File: config.mk
export PLATFORM = sky130hd
export DESIGN_NAME = boot_strap_ctrl
export DESIGN_NICKNAME = d
export VERILOG_FILES = /design/src/rtl/bsc_pkg.sv /design/src/rtl/bsc_reset_prio.sv /design/src/rtl/bsc_field_decode.sv /design/src/rtl/boot_strap_ctrl.sv
export SDC_FILE = /design/constraint.sdc
export NUM_CORES = 1
export LEC_CHECK = 0
export BUFFER_PORTS_ARGS = -buffer_cell sky130_fd_sc_hd__buf_2
export CAP_MARGIN = 40
export CORE_UTILIZATION = 36
export CTS_CLUSTER_SIZE = 10
export DETAILED_ROUTE_END_ITERATION = 7
export PLACE_DENSITY = 0.63
export SYNTH_ARGS = -nofsm -noshare
export SYNTH_HDL_FRONTEND = slang
export SYNTH_SLANG_ARGS = --single-unit
File: constraint.sdc
create_clock -name clk -period 3 [get_ports clk]
set_clock_uncertainty 0.15 [all_clocks]
set_input_delay 0.3 -clock clk [delete_from_list [all_inputs] [get_ports clk]]
set_output_delay 0.3 -clock clk [all_outputs]
set_load 0.01 [all_outputs]
File: src/rtl/bsc_pkg.sv
package bsc_pkg;

    // Reset classes, ordered so that a larger value wins.
    typedef enum logic [2:0] {
        RC_NONE  = 3'd0,
        RC_LOCAL = 3'd1,
        RC_PLAIN = 3'd2,
        RC_FULL  = 3'd3,
        RC_POR   = 3'd4
    } rst_cls_e;

    // Boot device codes carried in the low strap field.
    typedef enum logic [2:0] {
        BD_SLEEP_NOR   = 3'd0,
        BD_SRIO        = 3'd1,
        BD_ETH_CORECLK = 3'd2,
        BD_ETH_OWNPLL  = 3'd3,
        BD_PCIE        = 3'd4,
        BD_I2C         = 3'd5,
        BD_SPI         = 3'd6,
        BD_CHIPLINK    = 3'd7
    } boot_dev_e;

endpackage

File: src/rtl/bsc_reset_prio.sv
module bsc_reset_prio
    import bsc_pkg::*;
(
    input  logic     req_por,
    input  logic     req_full,
    input  logic     req_plain,
    input  logic     req_local,
    output rst_cls_e cls
);
    always_comb begin
        if (req_por)        cls = RC_POR;
        else if (req_full)  cls = RC_FULL;
        else if (req_plain) cls = RC_PLAIN;
        else if (req_local) cls = RC_LOCAL;
        else                cls = RC_NONE;
    end
endmodule

File: src/rtl/bsc_field_decode.sv
module bsc_field_decode
    import bsc_pkg::*;
#(
    parameter int DEV_W = 3,
    parameter int CFG_W = 7,
    parameter int PLL_W = 3
) (
    input  logic [DEV_W+CFG_W+PLL_W-1:0] word,
    output logic [DEV_W-1:0]             dev,
    output logic [CFG_W-1:0]             cfg,
    output logic [PLL_W-1:0]             pll_sel,
    output logic [PLL_W-1:0]             ext_cfg,
    output logic                         bypass
);
    localparam int CFG_LO = DEV_W;
    localparam int PLL_LO = DEV_W + CFG_W;

    logic [PLL_W-1:0] upper;

    always_comb begin
        dev    = word[DEV_W-1:0];
        cfg    = word[CFG_LO +: CFG_W];
        upper  = word[PLL_LO +: PLL_W];
        bypass = (dev == DEV_W'(BD_I2C)) || (dev == DEV_W'(BD_SPI));
        if (bypass) begin
            pll_sel = '0;
            ext_cfg = upper;
        end else begin
            pll_sel = upper;
            ext_cfg = '0;
        end
    end
endmodule

File: src/rtl/boot_strap_ctrl.sv
module boot_strap_ctrl
    import bsc_pkg::*;
#(
    parameter int DEV_W  = 3,
    parameter int CFG_W  = 7,
    parameter int PLL_W  = 3,
    parameter int HIB_W  = 2,
    parameter int ADDR_W = 32
) (
    input  logic                         clk,
    input  logic                         por_req,
    input  logic                         full_req,
    input  logic                         plain_req,
    input  logic                         local_req,
    input  logic [DEV_W+CFG_W+PLL_W-1:0] strap_pins,
    input  logic                         pwr_we,
    input  logic [HIB_W-1:0]             pwr_mode,
    input  logic [ADDR_W-1:0]            pwr_addr,
    output logic [DEV_W+CFG_W+PLL_W-1:0] status_word,
    output logic [DEV_W-1:0]             boot_dev,
    output logic [CFG_W-1:0]             dev_cfg,
    output logic [PLL_W-1:0]             pll_sel,
    output logic [PLL_W-1:0]             ext_cfg,
    output logic                         pll_bypass,
    output logic                         boot_start,
    output logic                         core_rst,
    output logic                         hib_resume,
    output logic [ADDR_W-1:0]            resume_addr
);
    localparam int STAT_W = DEV_W + CFG_W + PLL_W;

    typedef struct packed {
        logic [STAT_W-1:0] stat;
        rst_cls_e          pend;
        logic              boot;
        logic              core;
        logic              hib;
        logic [HIB_W-1:0]  hmode;
        logic [ADDR_W-1:0] haddr;
    } state_t;

    state_t   st_d, st_q;
    rst_cls_e cls;

    bsc_reset_prio u_prio (
        .req_por   (por_req),
        .req_full  (full_req),
        .req_plain (plain_req),
        .req_local (local_req),
        .cls       (cls)
    );

    always_comb begin
        st_d      = st_q;
        st_d.boot = 1'b0;
        st_d.core = 1'b0;
        st_d.hib  = 1'b0;
        if (por_req) begin
            // Power-on: clear everything and remember the class.
            st_d.pend  = RC_POR;
            st_d.stat  = '0;
            st_d.hmode = '0;
            st_d.haddr = '0;
        end else if (cls != RC_NONE) begin
            // Active period: merge the highest class seen so far.
            if (cls > st_q.pend) st_d.pend = cls;
            if (full_req) begin
                st_d.hmode = '0;
                st_d.haddr = '0;
            end else if (pwr_we) begin
                st_d.hmode = pwr_mode;
                st_d.haddr = pwr_addr;
            end
        end else begin
            // Release: act on the merged class exactly once.
            if (st_q.pend != RC_NONE) begin
                if (st_q.pend >= RC_FULL) st_d.stat = strap_pins;
                if (st_q.pend >= RC_PLAIN) begin
                    if (st_q.hmode != '0) st_d.hib  = 1'b1;
                    else                  st_d.boot = 1'b1;
                end
                if (st_q.pend == RC_LOCAL) st_d.core = 1'b1;
                st_d.pend = RC_NONE;
            end
            if (pwr_we) begin
                st_d.hmode = pwr_mode;
                st_d.haddr = pwr_addr;
            end
        end
    end

    always_ff @(posedge clk) begin
        st_q <= st_d;
    end

    bsc_field_decode #(
        .DEV_W (DEV_W),
        .CFG_W (CFG_W),
        .PLL_W (PLL_W)
    ) u_dec (
        .word    (st_q.stat),
        .dev     (boot_dev),
        .cfg     (dev_cfg),
        .pll_sel (pll_sel),
        .ext_cfg (ext_cfg),
        .bypass  (pll_bypass)
    );

    assign status_word = st_q.stat;
    assign boot_start  = st_q.boot;
    assign core_rst    = st_q.core;
    assign hib_resume  = st_q.hib;
    assign resume_addr = st_q.haddr;

endmodule

==> metrics.txt <==
DP Area=2670 um^2; crit path capture type=register; clock latency on the worst-skew pair=0.29 ns; RSZ-0062 raised after global routing=false; Slew @ Worst Pin=0.711 ns; Final setup viols=0; Area Growth Syn to Fin=12.1%; Peak VDD IR=between 200 and 250 uV; Synth cell types=25; first-pass GRT wire length=7200 um; PostCTS Resize Cnt=0; slew margin rel.=52.6%; Worst setup SP type=primary input; post-route setup slack=1.09 ns; final antenna-violating net count=0; # IOs=118; die height=84.5 um; EDFF count, synth=0; flops & latches, synth=53; Post-Syn Instances=about 250; async set-reset flop share out of synthesis=0%; port bufs=around 120; Tcrit/Tclk final=between 60% and 70%; reg2reg path depth=6; std cell rows=29; die footprint=7150 um^2; CP Cell Sequence=buf_2 > nor2_1 > ha_1 > nor2b_1 > o21ai_0 > a32oi_1 > mux2_2; final setup TNS=0 ns; Syn Area/Cell=9.77 um^2; Final Instance Area=2750 um^2; number of max-cap violations=0; Core ar.=approximately 6500 um^2; Worst Path Max Fanout=20; slowest cell on the critical path=mux2_2; post-synthesis sequential area ratio=43.3%; total iterations of the first detailed-routing run=7; layout cells sized above 1=40.6%; vias in the first global route=1594; endpoints failing hold=0; Setup CP Type=in2reg; status=finished, violations left; DP HPWL=3420 um; Layout fillers=675; H-tree Lvls=2; Warnings, synthesis=0; clock buffer depth=2; WHS Path Cells=3; Post-Syn Area=2450 um^2; Critical Path AT=approximately 2.0 ns; syn_nets=307; Via density=4.42; # placed instances=~380; Pleak=1.46 nW; Main synth FF type=dfxtp_1; largest net degree at the start of global routing=35; failing checks=design-rule violations; HP Class=in2reg; Tmin final=1.91 ns; power per cell area=496 nW/um^2; Overflow after GRT=0; Crit path largest cell delay=0.38 ns; CTS root buffer=clkbuf_8; Power, Total=about 1.4 mW; final net count=365; die width=84.5 um; Setup Fix Bufs, Post-CTS=0; Place WS=0.787 ns; Sink Count=53; 1st-iter DRT viols=58; GP Congestion=0.791; Max Slew Vio Count=0; WL/cell=between 10 and 15 um; Diodes inserted=0; CTS tree=done; initial antenna violation count=0; CTS clk-pin slew, worst paths=0.09 ns; final cell count without fillers=~390; clock buffer count from CTS=5; Initial Util=between 30% and 40%; All-Layer GR Usage=12.6%; via count=1710; final WL=4480 um; CTS Hold Bufs=0; critical path required time=about 3.0 ns; DRC=5; Achievable Freq=between 0.5 and 0.6 GHz
flip-flops by register name, summed over array words and instances, names as in the netlist:
register     cells
st_q             5
core_rst         1
status_word     13
boot_start       1
hib_resume       1
resume_addr     32
layout make-up:
class	count	area, um^2	area share, %
Clock buffer	8	80.1	2.91
Sequential cell	53	1060	38.6
Multi-Input combinational cell	127	883	32.1
Inverter	4	15.0	0.546
Tap cell	77	96.3	3.50
Timing Repair Buffer	118	613	22.3
layer usage:
layer | vias up | part of all wire (%) | wire [um] | global-route usage (%)
met1 | 790 | 40 | 1790 | 13.1
li1 | 871 | - | - | -
met3 | 4 | 4.7 | 212 | 3.24
met5 | - | 0 | 0 | 0
met2 | 45 | 55 | 2450 | 24.3
met4 | 0 | 0.51 | 23 | 4.16
synthesized netlist by cell type, types with 2 or more instances:
master     n  area share [%]
inv_1      4            0.61
dfxtp_1   53              43
nor3_1     2            0.41
ha_1       3             1.5
nor2_1    52             8.0
buf_4     55              17
mux2i_1   48              20
buf_6      2            0.92
buf_2      3            0.61
clkbuf_1   6            0.92
and3_1     3            0.77
o21ai_0    3            0.61
nor2b_1    5             1.3
cell families after synthesis:
group / share of synthesized area (%)
buf+inv: 20.7
simple gates: 12.6
flops: 43.3
mux: 20.1
compound gates: 1.48
fa+ha+maj: 1.53
xor+xnor: 0.357
per-stage QoR:
stage / util [%] / hold slack, ns
3_5_place_dp: 41.3 / 0.308
5_1_grt: 42.6 / 0.0759
3_3_place_gp: 40.9 / 0.299
6_report: 42.6 / 0.0851
4_1_cts: 42.6 / 0.0742
2_1_floorplan: - / 0.271
power breakdown:
group	total (mW)	internal (mW)	switching [mW]	leakage, nW
clock	0.379	0.166	0.212	0.0395
sequential	0.763	0.740	0.0237	0.431
combinational	0.223	0.112	0.111	0.989
worst max-delay path, delay by kind of cell:
kind | cells | cell delay, ns
buffers and inverters | 1 | 0.32
muxes | 1 | 0.38
and+or+nand+nor | 2 | 0.25
adders and majority gates | 1 | 0.31
AOI/OAI and AO/OA | 2 | 0.39
worst paths after layout:
kind | end | from | slack, ns
worst min-delay path | resume_addr[7] | pwr_addr[7] | 0.09
worst min register to register | boot_start | st_q[33] | 0.32
worst max-delay path | st_q[38] | por_req | 1.09
worst max register to register | st_q[38] | st_q[38] | 1.14
placed cells by master, fill, tap and decap left out, types with 2 or more instances in the layout:
cell type / count
o21ai_0: 3
ha_1: 3
inv_1: 4
clkbuf_8: 5
dfxtp_1: 53
mux2i_1: 48
clkbuf_1: 3
nor2b_1: 5
nor2_1: 52
nor3_1: 2
buf_2: 117
and3_1: 3
Power figures use the tool's default switching activity.
